### src/rtl/evt_timer_pkg.sv
// Package evt_timer_pkg
// Holds the register offsets, control-word field positions and source codes
// that the timer modules and the bench agree on. It assumes a 4-bit
// byte-offset register port.
package evt_timer_pkg;
    localparam int OFF_LIMIT = 0;
    localparam int OFF_COUNT = 4;
    localparam int OFF_CTRL  = 8;

    localparam int CTRL_RUN_BIT = 0;
    localparam int CTRL_ACK_BIT = 1;
    localparam int CTRL_EXP_LSB = 4;
    localparam int CTRL_SEL_LSB = 8;

    localparam int SEL_CORE_CLK = 0;
    localparam int SEL_DIV_CLK  = 1;
    localparam int SEL_STROBE0  = 2;
endpackage

### src/rtl/evt_edge_sync.sv
// Module evt_edge_sync
// Brings one asynchronous strobe line into the clock domain through a
// chain of flops, and then emits a one-cycle pulse for each rising edge.
// It assumes that the high and low phases each last longer than a clock cycle.
module evt_edge_sync #(
    parameter int STAGES = 2
) (
    input  logic clk,
    input  logic rst_n,
    input  logic async_in,
    output logic rise
);
    logic [STAGES-1:0] chain_q;
    logic              prev_q;

    // Shift the line through the synchroniser and keep the previous level.
    always_ff @(posedge clk) begin
        if (!rst_n) begin
            chain_q <= '0;
            prev_q  <= 1'b0;
        end else begin
            chain_q <= {chain_q[STAGES-2:0], async_in};
            prev_q  <= chain_q[STAGES-1];
        end
    end

    // A rising edge is the synchronised level high while the previous level is low.
    assign rise = chain_q[STAGES-1] & ~prev_q;
endmodule

### src/rtl/evt_prescaler.sv
// Module evt_prescaler
// Divides the core clock by 2^exp. While run is high and no restart is
// requested, it emits a one-cycle tick every 2^exp cycles. A restart or
// a stop returns the phase to zero.
// It assumes that exp changes only together with restart.
module evt_prescaler #(
    parameter int EXP_W = 4
) (
    input  logic             clk,
    input  logic             rst_n,
    input  logic             run,
    input  logic             restart,
    input  logic [EXP_W-1:0] exp_sel,
    output logic             tick
);
    localparam int PHASE_W = (1 << EXP_W) - 1;

    logic [PHASE_W-1:0] phase_q;
    logic [PHASE_W-1:0] mask;

    // Low bits that must all be set before a tick is due.
    assign mask = PHASE_W'((32'd1 << exp_sel) - 32'd1);

    // Advance the phase while running, and clear it on restart or stop.
    always_ff @(posedge clk) begin
        if (!rst_n || !run || restart) phase_q <= '0;
        else                           phase_q <= phase_q + 1'b1;
    end

    // Raise the tick when the masked phase is at its last value.
    assign tick = run && ((phase_q & mask) == mask);

    // with a divide ratio above one, ticks never come on adjacent cycles.
    a_r5_tick_spacing: assert property (@(posedge clk) disable iff (!rst_n)
        (tick && !restart && (exp_sel != '0)) |=> !tick);
endmodule

### src/rtl/evt_src_mux.sv
// Module evt_src_mux
// Chooses one event stream by source code. Code 0 is every cycle, code 1
// is the prescaler tick, and codes 2 and up are the strobe edge pulses in
// order. Codes beyond the last strobe give no events.
module evt_src_mux #(
    parameter int SEL_W   = 4,
    parameter int NUM_EXT = 11
) (
    input  logic [SEL_W-1:0]   sel,
    input  logic               div_tick,
    input  logic [NUM_EXT-1:0] ext_rise,
    output logic               evt
);
    import evt_timer_pkg::*;

    // Decode the source code into a single event bit.
    always_comb begin
        evt = 1'b0;
        if (int'(sel) == SEL_CORE_CLK) evt = 1'b1;
        if (int'(sel) == SEL_DIV_CLK)  evt = div_tick;
        for (int i = 0; i < NUM_EXT; i++) begin
            if (int'(sel) == SEL_STROBE0 + i) evt = ext_rise[i];
        end
    end
endmodule

### src/rtl/evt_count_core.sv
// Module evt_count_core
// Holds the live count. On each event it adds one. When the sum equals the
// wrap limit, it stores zero instead and flags a wrap. The wrap flag is
// registered as the interrupt pulse. A software load wins over an event.
// It assumes that evt already includes the run gating.
module evt_count_core #(
    parameter int DATA_W = 32
) (
    input  logic              clk,
    input  logic              rst_n,
    input  logic              evt,
    input  logic              load,
    input  logic [DATA_W-1:0] load_val,
    input  logic [DATA_W-1:0] limit,
    output logic [DATA_W-1:0] count,
    output logic              wrap,
    output logic              irq
);
    logic [DATA_W-1:0] sum;

    // Next count if an event is taken.
    assign sum  = count + 1'b1;
    // A wrap is an event with no load, whose sum matches the limit (a limit of 0 matches at full range).
    assign wrap = evt && !load && (sum == limit);

    // Update the count and register the interrupt pulse.
    always_ff @(posedge clk) begin
        if (!rst_n) begin
            count <= '0;
            irq   <= 1'b0;
        end else begin
            irq <= wrap;
            if (load)     count <= load_val;
            else if (evt) count <= wrap ? '0 : sum;
        end
    end

    // an event that does not reach the limit adds exactly one.
    a_r4_step: assert property (@(posedge clk) disable iff (!rst_n)
        (evt && !load && (DATA_W'(count + 1'b1) != limit)) |=>
        (count == DATA_W'($past(count) + 1'b1)));
    // reaching the limit gives zero and an interrupt on the next cycle.
    a_r8_wrap_irq: assert property (@(posedge clk) disable iff (!rst_n)
        (evt && !load && (DATA_W'(count + 1'b1) == limit)) |=>
        (count == '0 && irq));
    // a load stores its value whatever the event input does.
    a_r10_load_priority: assert property (@(posedge clk) disable iff (!rst_n)
        load |=> (count == $past(load_val)));
endmodule

### src/rtl/evt_timer.sv
// Module evt_timer
// Top of the event-counting timer. It holds the register file (wrap limit
// and control word), the strobe synchronisers, the prescaler, the source
// mux and the count core, and it drives the interrupt pulse and pending flag.
// It assumes a single-cycle write strobe and a combinational read.
module evt_timer #(
    parameter int DATA_W      = 32,
    parameter int ADDR_W      = 4,
    parameter int NUM_EXT     = 11,
    parameter int EXP_W       = 4,
    parameter int SEL_W       = 4,
    parameter int SYNC_STAGES = 2
) (
    input  logic               clk,
    input  logic               rst_n,
    input  logic               reg_wr,
    input  logic [ADDR_W-1:0]  reg_addr,
    input  logic [DATA_W-1:0]  reg_wdata,
    output logic [DATA_W-1:0]  reg_rdata,
    input  logic [NUM_EXT-1:0] ext_evt,
    output logic               irq,
    output logic               irq_pending
);
    import evt_timer_pkg::*;

    localparam int SEL_END = SEL_STROBE0 + NUM_EXT;

    logic              wr_limit, wr_count, wr_ctrl;
    logic [DATA_W-1:0] limit_q;
    logic              run_q;
    logic [EXP_W-1:0]  exp_q;
    logic [SEL_W-1:0]  sel_q;
    logic              pend_q;
    logic [NUM_EXT-1:0] ext_rise;
    logic              div_tick;
    logic              src_evt;
    logic [DATA_W-1:0] count;
    logic              wrap;
    logic [DATA_W-1:0] ctrl_view;

    // Decode the register written in this cycle.
    assign wr_limit = reg_wr && (reg_addr == ADDR_W'(OFF_LIMIT));
    assign wr_count = reg_wr && (reg_addr == ADDR_W'(OFF_COUNT));
    assign wr_ctrl  = reg_wr && (reg_addr == ADDR_W'(OFF_CTRL));

    // Wrap-limit register.
    always_ff @(posedge clk) begin
        if (!rst_n)        limit_q <= '0;
        else if (wr_limit) limit_q <= reg_wdata;
    end

    // Control fields; reset stops the timer.
    always_ff @(posedge clk) begin
        if (!rst_n) begin
            run_q <= 1'b0;
            exp_q <= '0;
            sel_q <= '0;
        end else if (wr_ctrl) begin
            run_q <= reg_wdata[CTRL_RUN_BIT];
            exp_q <= reg_wdata[CTRL_EXP_LSB +: EXP_W];
            sel_q <= reg_wdata[CTRL_SEL_LSB +: SEL_W];
        end
    end

    // Sticky pending flag; a wrap in the same cycle wins over the clear.
    always_ff @(posedge clk) begin
        if (!rst_n)                                  pend_q <= 1'b0;
        else if (wrap)                               pend_q <= 1'b1;
        else if (wr_ctrl && reg_wdata[CTRL_ACK_BIT]) pend_q <= 1'b0;
    end
    assign irq_pending = pend_q;

    // One synchroniser and edge detector per strobe line.
    for (genvar g = 0; g < NUM_EXT; g++) begin : g_sync
        evt_edge_sync #(.STAGES(SYNC_STAGES)) u_sync (
            .clk      (clk),
            .rst_n    (rst_n),
            .async_in (ext_evt[g]),
            .rise     (ext_rise[g])
        );
    end

    evt_prescaler #(.EXP_W(EXP_W)) u_div (
        .clk     (clk),
        .rst_n   (rst_n),
        .run     (run_q),
        .restart (wr_ctrl),
        .exp_sel (exp_q),
        .tick    (div_tick)
    );

    evt_src_mux #(.SEL_W(SEL_W), .NUM_EXT(NUM_EXT)) u_mux (
        .sel      (sel_q),
        .div_tick (div_tick),
        .ext_rise (ext_rise),
        .evt      (src_evt)
    );

    evt_count_core #(.DATA_W(DATA_W)) u_core (
        .clk      (clk),
        .rst_n    (rst_n),
        .evt      (run_q && src_evt),
        .load     (wr_count),
        .load_val (reg_wdata),
        .limit    (limit_q),
        .count    (count),
        .wrap     (wrap),
        .irq      (irq)
    );

    // Assemble the control word view; unused bits stay zero.
    always_comb begin
        ctrl_view = '0;
        ctrl_view[CTRL_RUN_BIT] = run_q;
        ctrl_view[CTRL_EXP_LSB +: EXP_W] = exp_q;
        ctrl_view[CTRL_SEL_LSB +: SEL_W] = sel_q;
    end

    // Combinational read mux.
    always_comb begin
        if (reg_addr == ADDR_W'(OFF_LIMIT))      reg_rdata = limit_q;
        else if (reg_addr == ADDR_W'(OFF_COUNT)) reg_rdata = count;
        else if (reg_addr == ADDR_W'(OFF_CTRL))  reg_rdata = ctrl_view;
        else                                     reg_rdata = '0;
    end

    // a stopped timer keeps its count unless software loads it.
    a_r3_stopped_hold: assert property (@(posedge clk) disable iff (!rst_n)
        (!run_q && !wr_count) |=> $stable(count));
    // source codes past the last strobe never move the count.
    a_r7_undef_quiet: assert property (@(posedge clk) disable iff (!rst_n)
        ((int'(sel_q) >= SEL_END) && !wr_count) |=> $stable(count));
    // every interrupt pulse is accompanied by the pending flag.
    a_r11_pending_on_irq: assert property (@(posedge clk) disable iff (!rst_n)
        irq |-> irq_pending);
endmodule

### config.mk
export PLATFORM = sky130hd
export DESIGN_NAME = evt_timer
export DESIGN_NICKNAME = d
export VERILOG_FILES = /design/src/rtl/evt_timer_pkg.sv /design/src/rtl/evt_edge_sync.sv /design/src/rtl/evt_prescaler.sv /design/src/rtl/evt_src_mux.sv /design/src/rtl/evt_count_core.sv /design/src/rtl/evt_timer.sv
export SDC_FILE = /design/constraint.sdc
export NUM_CORES = 1
export LEC_CHECK = 0
export ABC_AREA = 1
export BUFFER_PORTS_ARGS = -buffer_cell sky130_fd_sc_hd__buf_4
export CORE_MARGIN = 2
export CORE_UTILIZATION = 54
export CTS_CLUSTER_DIAMETER = 30
export CTS_CLUSTER_SIZE = 14
export DETAILED_ROUTE_END_ITERATION = 8
export GPL_ROUTABILITY_DRIVEN = 0
export GPL_TIMING_DRIVEN = 0
export PLACE_DENSITY = 0.73
export SLEW_MARGIN = 10
export SYNTH_ARGS = -nofsm -noshare
export SYNTH_HDL_FRONTEND = slang
export SYNTH_SLANG_ARGS = --single-unit
export TNS_END_PERCENT = 30
### constraint.sdc
create_clock -name clk -period 5.9 [get_ports clk]
set_input_delay 0.59 -clock clk [delete_from_list [all_inputs] [get_ports clk]]
set_output_delay 0.59 -clock clk [all_outputs]
set_load 0.01 [all_outputs]
Word level (Yosys, flattened, before mapping)
Cells that the tools add are included.
- word-level logic and storage cells: 111
- bits in registers: 123
- output and inout port bits: 34
- bits of input ports: 50
- bitwise gates (word level): 23
- multiplexer cells: 21
- reduce and logical (&&, ||, !) cells: 17
- $add $sub $neg: 3
- equality and inequality tests: 16
- shift-type cells: 1
- operators with widths (kind ; count):
    $mux 32 ; 5
    $eq 4x4->1 const B ; 9
    $add 32x1->32 const B ; 1
    $eq 32x32->1 ; 1
    $eq 4x3->1 const B ; 4
    $add 15x1->15 const B ; 1
    $and 15x15->15 ; 1
    $eq 15x15->1 ; 1
    $mux 1 ; 15
    $shl 1x4->15 const A ; 1
    $sub 15x1->15 const B ; 1
    $mux 12 ; 1
    $and 1x1->1 ; 11
    $not 1->1 ; 11
    $logic_and 1x1->1 ; 8
    $logic_not 4->1 ; 2
    $eq 4x2->1 const B ; 1
    $reduce_bool 2->1 ; 2
    $logic_not 1->1 ; 3
    $logic_or 1x1->1 ; 2

Longest topological paths before layout
Gate-level depths: netlist of the first run.
- depth in word-level cells: 23
- depth in mapped cells: 23

Modules after synthesis
Synthesis of the first run repeated with hierarchy kept, for this count alone.
- cell total of the unflattened synthesis: 1262
- area total of the unflattened synthesis: 7764.9 µm²
- modules (own cells, without submodules) (module ; seq. area each (µm²) ; times used ; area an instance (µm²) ; cells each):
    evt_count_core ; 660.6 ; 1 ; 3425.8 ; 622
    evt_timer ; 840.8 ; 1 ; 2087.0 ; 308
    evt_prescaler ; 300.3 ; 1 ; 1072.3 ; 174
    evt_edge_sync ; 60.1 ; 11 ; 92.6 ; 11
    evt_src_mux ; 0.0 ; 1 ; 161.4 ; 37

Least setup slack after synthesis of the first run
Ideal clock, no wire load.
- path kind: reg-to-reg
- from: register exp_q[3]
- to: register u_core.count[10]
- arrival: 2.585 ns
- path slack: 3.259 ns
- period minus slack after synthesis: 2.641 ns
- stages on the path, launching flop included: 23
- required time: 5.843 ns
- cells stage by stage: dfxtp_1 > nor2_1 > nand2_1 > ha_1 > or2_2 > nand3_1 > nor2_1 > nand3_1 > nor2_1 > nand3_1 > nand2_1 > nand2_1 > nand3_1 > nor2_1 > nand3_1 > nand2_1 > nand4_2 > nand2_1 > buf_2 > nand3_1 > nand3_1 > nand2_1 > inv_1
- cells in the longest elaborated chain, start to end: 23
- ends and longest elaborated chain (element ; line ; RTL):
    from (decl) ; evt_timer.sv:31 ; logic [EXP_W-1:0] exp_q;
    from (signal assigned) ; evt_timer.sv:60 ; exp_q <= reg_wdata[CTRL_EXP_LSB +: EXP_W];
    $shl 1x4->15 * ; evt_prescaler.sv:22 ; assign mask = PHASE_W'((32'd1 << exp_sel) - 32'd1);
    $sub 15x1->15 * ; evt_prescaler.sv:22 ;
    $and 15x15->15 ; evt_prescaler.sv:31 ; assign tick = run && ((phase_q & mask) == mask);
    $eq 15x15->1 * ; evt_prescaler.sv:31 ;
    $logic_and 1x1->1 * ; evt_prescaler.sv:31 ;
    $mux 1 * ; evt_src_mux.sv:20 ; if (int'(sel) == SEL_DIV_CLK) evt = div_tick;
    $mux 1 * (11 in a row) ; evt_src_mux.sv:22 ; if (int'(sel) == SEL_STROBE0 + i) evt = ext_rise[i];
    $logic_and 1x1->1 * ; evt_timer.sv:102 ; .evt (run_q && src_evt),
    $logic_and 1x1->1 (2 in a row) ; evt_count_core.sv:24 ; assign wrap = evt && !load && (sum == limit);
    $mux 32 (2 in a row) ; evt_count_core.sv:34 ; else if (evt) count <= wrap ? '0 : sum;
    $mux 32 ; evt_count_core.sv:33 ; if (load) count <= load_val;
    to (signal assigned) ; evt_count_core.sv:33 ;
    to (signal assigned) ; evt_count_core.sv:34 ;
    to (decl) ; evt_count_core.sv:15 ; output logic [DATA_W-1:0] count,
Mark *: on every way between the ends. The rest lies on a longest branch, timed or not. The select of a mux whose other input is x is not followed.
A chain may end at the register's enable or synchronous reset.

Worst setup path in the final report of the first run
- from: input port reg_addr[1]
- to: output port reg_rdata[3]
- cells in the longest elaborated chain, start to end: 3
- ends and longest elaborated chain (element ; line ; RTL):
    from (decl) ; evt_timer.sv:17 ; input logic [ADDR_W-1:0] reg_addr,
    $eq 4x3->1 ; evt_timer.sv:122 ; else if (reg_addr == ADDR_W'(OFF_COUNT)) reg_rdata = count;
    $mux 32 ; evt_timer.sv:122 ;
    $mux 32 * ; evt_timer.sv:121 ; if (reg_addr == ADDR_W'(OFF_LIMIT)) reg_rdata = limit_q;
    to (decl) ; evt_timer.sv:19 ; output logic [DATA_W-1:0] reg_rdata,
Mark *: on every way between the ends. The rest lies on a longest branch, timed or not.

==> results.ini, run 1 <==
[timing]
drv_slew=0
relSlewSlack_pct=52.6
tns_ps=0
fin_crit_ps=3450
finalHoldViolCount=0
post-route-period-util_pct=58.5
rsz0062_at_grt=no
clock_skew_ps=11.3
setup_violations=0
fmax_ghz=0.290
max_slew.worst_pin.slew_ps=707
fin_hold_ws_ps=332

[synth]
ys_warn_count=0
synth.distinct_cells=38
synth.avg_cell_area_um2=6.14
synthCells=1183
yosys.area.top_type_share_pct=33.9
synth_area_mm2=0.00727
synthTopCellsByArea=dfxtp_1 (34%), nand2_1 (17%), inv_1 (9.0%), nand3_1 (9.0%), nor2_1 (6.4%)
synth-seq-cells=123
seq_area_frac_synth_pct=33.9
yosys.area.top_type=dfxtp_1
synth_nets=1236

[power]
power.density_mw_per_mm2=239
combPwrFrac_pct=7.5
power_leakage_nw=3.99
p_int_w=0.00151
pwr-share-seq_pct=41.3
peakVddDrop_v=0.000192
swShare_pct=27.5
power_w=0.00208
p_sw_w=0.000573
pwr-share-clk_pct=51.2

[route]
ant_nets=0
via_per_inst=5.52
wire_per_inst_um=15.7
wirelength_um=23100
vias=8127
drtIter0Drc=923
drcViolationCount=0
first_pass_iters=9

[min_path]
min_from=ext_evt[6]
hold_class=in -> reg
holdPathStages=3
holdPathEnd=g_sync[6].u_sync.chain_q[0]

[global_route]
gr-total-overflow=0
grt_max_degree=17
grt_antenna_before_repair=0
grt_pass1_wl_um=37100
grt_usage_pct=32.9
grt_pass1_vias=7311

[floorplan]
rows=42
die_x_um=120
initial_core_util_pct=55.1
coreArea_mm2=0.0132
die_area_mm2=0.0144
die_y_um=120
pin_count=84

[clocking]
h-tree-depth=4
post_cts_buffers=0
ctsHoldBuffers=0
postCtsResizedCells=0
path_clk_slew_ps=60
cts_tree=built
clock_latency_ps=440
cts_num_sinks=123
cts_buffers=17
root_buffer=clkbuf_16
clock_path_buffers=2

[critical_path]
worstPathRequired_ps=5310
path_max_fanout=10
reg2reg_depth=19
reg2reg_to=u_core.count[9]
worst_ep_arrival_time_ps=2860
worstSetupStartpointType=input pin
path_class=in -> out
setup.worst_path.end_class=output pin
timing.rr.start=u_core.count[1]
r2r_slack_ps=2480

[finish]
n_antenna_cell=0
fin_area_mm2=0.00870
areaGrowthSynthToFinish_pct=19.7
fin_nets=1337
drive_above_1_share_pct=11.1
utilization_pct=65.9
fillCellCount=1293

[placement]
numPortBuffers=82
placed_cell_area_mm2=0.00810
dp_hpwl_um=17200

[outcome]
outcome=completed

[job]
cap_violations=0

-- critical path, stage by stage --
cell and delay (ps):
buf_4 100, nor2_1 130, inv_1 80, nor3_2 540
clkinv_1 440, clkbuf_1 410, o22ai_1 360, buf_4 190
-- power by group through the flow --
stage	clock network, W	registers, W	logic, W
after global routing	0.00111	0.000862	0.000174
after floorplan	0	0.000875	0.0000898
after global placement	0	0.000878	0.000151
after CTS	0.00107	0.000860	0.000154
final	0.00107	0.000860	0.000157
after detailed placement	0	0.000878	0.000153
-- worst max-delay path by stage --
stage	cells after the start	endpoint	from	slack, ps
3_3_place_gp	12	u_core.count[17]	reg_addr[1]	2490
6_report	8	reg_rdata[3]	reg_addr[1]	2450
5_1_grt	22	u_core.count[28]	exp_q[2]	2180
3_5_place_dp	12	u_core.count[16]	reg_addr[1]	2480
2_1_floorplan	22	u_core.count[10]	exp_q[3]	3260
4_1_cts	8	reg_rdata[9]	reg_addr[1]	2530
-- layout by cell type (no fill, tap or decap), types with 6 or more instances in the layout --
cell type	Yosys	routed
a21oi_1	51	51
buf_4	0	82
clkbuf_1	35	35
clkbuf_16	0	17
dfxtp_1	123	123
inv_1	175	175
inv_2	6	6
inv_6	0	6
nand2_1	320	320
nand3_1	131	131
nand3b_1	8	8
nand4_1	41	41
nor2_1	123	123
nor3_1	20	20
o21ai_0	52	52
o221ai_1	9	9
o22ai_1	17	17
xor2_1	15	15
-- synth_stat cells (all sizes together) --
cell type and number:
clkinv 1, and3 4, a21oi 51, o21ai 56
or2 5, nand2 321, buf 13, nor3 22
xnor2 2, o221ai 9, o22ai 17, ha 3
a31oi 3, nor4 3, inv 181, xnor3 1
and2 1, xor2 15, nor3b 3, o2bb2ai 1
nor2 130, nand4 42, nand3 132, nand3b 8
clkbuf 35, dfxtp 123, a211oi 1
-- final cells by class --
type | instances | area (um^2) | share of cell area, %
flip-flops and latches | 123 | 2460 | 28.3
repair buffers | 82 | 616 | 7.08
clock inverters | 15 | 170 | 1.96
clock buffers | 17 | 425 | 4.89
well taps | 176 | 220 | 2.53
plain buffers | 48 | 209 | 2.40
inverters | 182 | 683 | 7.85
multi-input cells | 830 | 3910 | 45.0
-- kinds of logic after synthesis --
kind of cell               Yosys count  synth area share (%)
and+or+nand+nor                    671                  40.6
xor gates and xnor gates            18                  2.36
DFF                                123                  33.9
adders and majority gates            3                 0.517
AOI/OAI and AO/OA                  138                  10.4
buffers and inverters              230                  12.3
-- registers in the layout, indices dropped and copies added (netlist names) --
name                   flops
g_sync.u_sync.chain_q     22
u_core.irq                 1
g_sync.u_sync.prev_q      11
run_q                      1
sel_q                      4
u_core.count              32
irq_pending                1
exp_q                      4
u_div.phase_q             15
limit_q                   32
-- per-layer routing --
| metal | GRT usage, % | share of wire (%) | routed length, um | up-vias |
|---|---|---|---|---|
| met4 | 11.9 | 2.7 | 626 | 0 |
| met3 | 8.17 | 9.9 | 2280 | 57 |
| met2 | 48.5 | 42 | 9710 | 418 |
| met1 | 46.3 | 45 | 10500 | 3635 |
| met5 | 0 | 0 | 0 | - |
| li1 | - | - | - | 4017 |
-- per-stage QoR --
step	setup WS (ps)	instances
5_1_grt	2180	1473
6_report	2450	1473
3_3_place_gp	2490	1441
3_5_place_dp	2480	1441
2_1_floorplan	3260	1183
4_1_cts	2530	1473
(Power assumes the default switching activity.)
==> run 2, diff against run 1 <==
==> constraint.sdc (replaced) <==
create_clock -name clk -period 3.4 [get_ports clk]
set_input_delay 0.34 -clock clk [delete_from_list [all_inputs] [get_ports clk]]
set_output_delay 0.34 -clock clk [all_outputs]
set_load 0.01 [all_outputs]
==> run 2 against run 1 <==
  * Sequential cell count did not move
  * Sequential power rose by 73%
  * Clock power rose by 73%
  * Routed wire length barely moved
  * Global-route usage did not move
  * Combinational power rose by 74%
  * Via count barely moved
  * Critical endpoint is now u_core.count[9]
  * First-iteration DRC count fell by 0.33%
  * Worst hold slack got worse by 250 ps
  * Die area did not move
  * Largest cell class unchanged
==> results.ini, run 2 (synthesis results as in run 1) <==
[route]
drtIter0Drc=920
wire_per_inst_um=15.7
vias=8130
first_pass_iters=6
via_per_inst=5.52
ant_nets=0
wirelength_um=23100
drcViolationCount=0

[floorplan]
coreArea_mm2=0.0132
initial_core_util_pct=55.1
die_x_um=120
die_area_mm2=0.0144
pin_count=84
die_y_um=120
rows=42

[finish]
drive_above_1_share_pct=11.5
multiInputGateArea_mm2=0.00394
fillCellCount=1290
n_antenna_cell=0
final_common_cell=nand2_1
fin_nets=1337
fin_area_mm2=0.00872
layout_common_cells=nand2_1 (319), inv_1 (174), nand3_1 (131), dfxtp_1 (123), nor2_1 (121)
reg_top3=limit_q (32), u_core.count (32), g_sync.u_sync.chain_q (22)
areaGrowthSynthToFinish_pct=20.0
utilization_pct=66.1
regArea_mm2=0.00246

[clocking]
cts_tree=built
cts_buffers=17
root_buffer=clkbuf_16
clock_latency_ps=440
cts_num_sinks=123
path_clk_slew_ps=60
clock_path_buffers=2
h-tree-depth=4

[timing]
post-route-period-util_pct=94.7
max_slew.worst_pin.slew_ps=722
rsz0062_at_grt=no
drv_slew=0
tns_ps=0
fin_crit_ps=3220
finalHoldViolCount=0
fin_ws_ps=179
setup_violations=0
relSlewSlack_pct=51.6
fmax_ghz=0.310
clock_skew_ps=11.3

[job]
cap_violations=0

[power]
peakVddDrop_v=0.000335
power_leakage_nw=4.00
power.density_mw_per_mm2=415

[critical_path]
worstSetupStartpointType=flop
worst_ep_arrival_time_ps=3560
path_max_fanout=10
worstPathRequired_ps=3740
path_class=reg -> reg
setup.worst_path.end_class=flop

[global_route]
gr-total-overflow=0
grt_antenna_before_repair=0
grt_usage_pct=32.9
grt_pass1_vias=7311
grt_max_degree=17
grt_pass1_wl_um=37100

[placement]
dp_hpwl_um=17200
placed_cell_area_mm2=0.00810
numPortBuffers=82
dp_worst_setup_slack_ps=117

[outcome]
outcome=completed

[min_path]
hold_class=in -> reg

[run 2: changes by cell type in the layout (fill, tap and decap cells not counted)]
cell and delta:
inv_1 -1, nor2_1 -2, ha_4 +1, nor2_4 +1
ha_1 -1, nand2_1 -1, inv_2 +1, nor2_2 +1
nand2_2 +1
[run 2: final cells by class]
class                           count  share of cell area (%)
Multi-Input combinational cell    830                    45.1
Sequential cell                   123                    28.2
Inverter                          182                    7.83
Timing Repair Buffer               82                    7.06
Clock buffer                       17                    4.88
Tap cell                          176                    2.52
Buffer                             48                    2.40
Clock inverter                     15                    1.95
[run 2: worst max-delay path, stage by stage (launching register included)]
cell and delay, ps:
dfxtp_1 500, ha_4 260, nand3_2 150, inv_2 140, nand2_2 130, nor2_4 230, xor2_1 220, nand2_1 70
nand2_1 110, nand2_1 50, nand3b_1 150, nor2_1 170, nand3_1 140, nor2_4 240, buf_6 190, nor2_1 50
nand4_1 100, nand3_1 100, nand2_1 70, inv_1 40
[run 2: routing by layer]
| metal | track usage [%] | share of wire [%] |
|---|---|---|
| met1 | 46.3 | 45 |
| met2 | 48.5 | 42 |
| met3 | 8.17 | 10 |
| met4 | 11.9 | 2.6 |
| met5 | 0 | 0 |
[run 2: final timing paths]
path              cells past startpoint                         from  slack [ps]                     endpoint
setup / recovery                     19              u_core.count[1]         180              u_core.count[9]
hold / removal                        3                   ext_evt[0]          80  g_sync[0].u_sync.chain_q[0]
setup reg to reg                     19              u_core.count[1]         180              u_core.count[9]
hold reg to reg                       2  g_sync[4].u_sync.chain_q[0]         410  g_sync[4].u_sync.chain_q[1]
[run 2: what timing repair did]
action / 4_1_cts / 5_1_grt
hold buffers: 0 / 0
setup endpoints to repair: 0 / 32
buffers inserted: 0 / 0
gates resized for setup: 0 / 7
[run 2: power breakdown]
part	switching [W]	internal, W
Clock	0.000803	0.00105
Combinational	0.000172	0.000101
Sequential	0.0000212	0.00147
[run 2: per-stage QoR]
stage	cells	hold WS, ps	total power [W]
finish	1473	82.7	0.00362
global route	1473	90.5	0.00372
CTS	1473	75.6	0.00362
detailed placement	1441	395	0.00179
global placement	1441	394	0.00178
floorplan	1183	390	0.00167
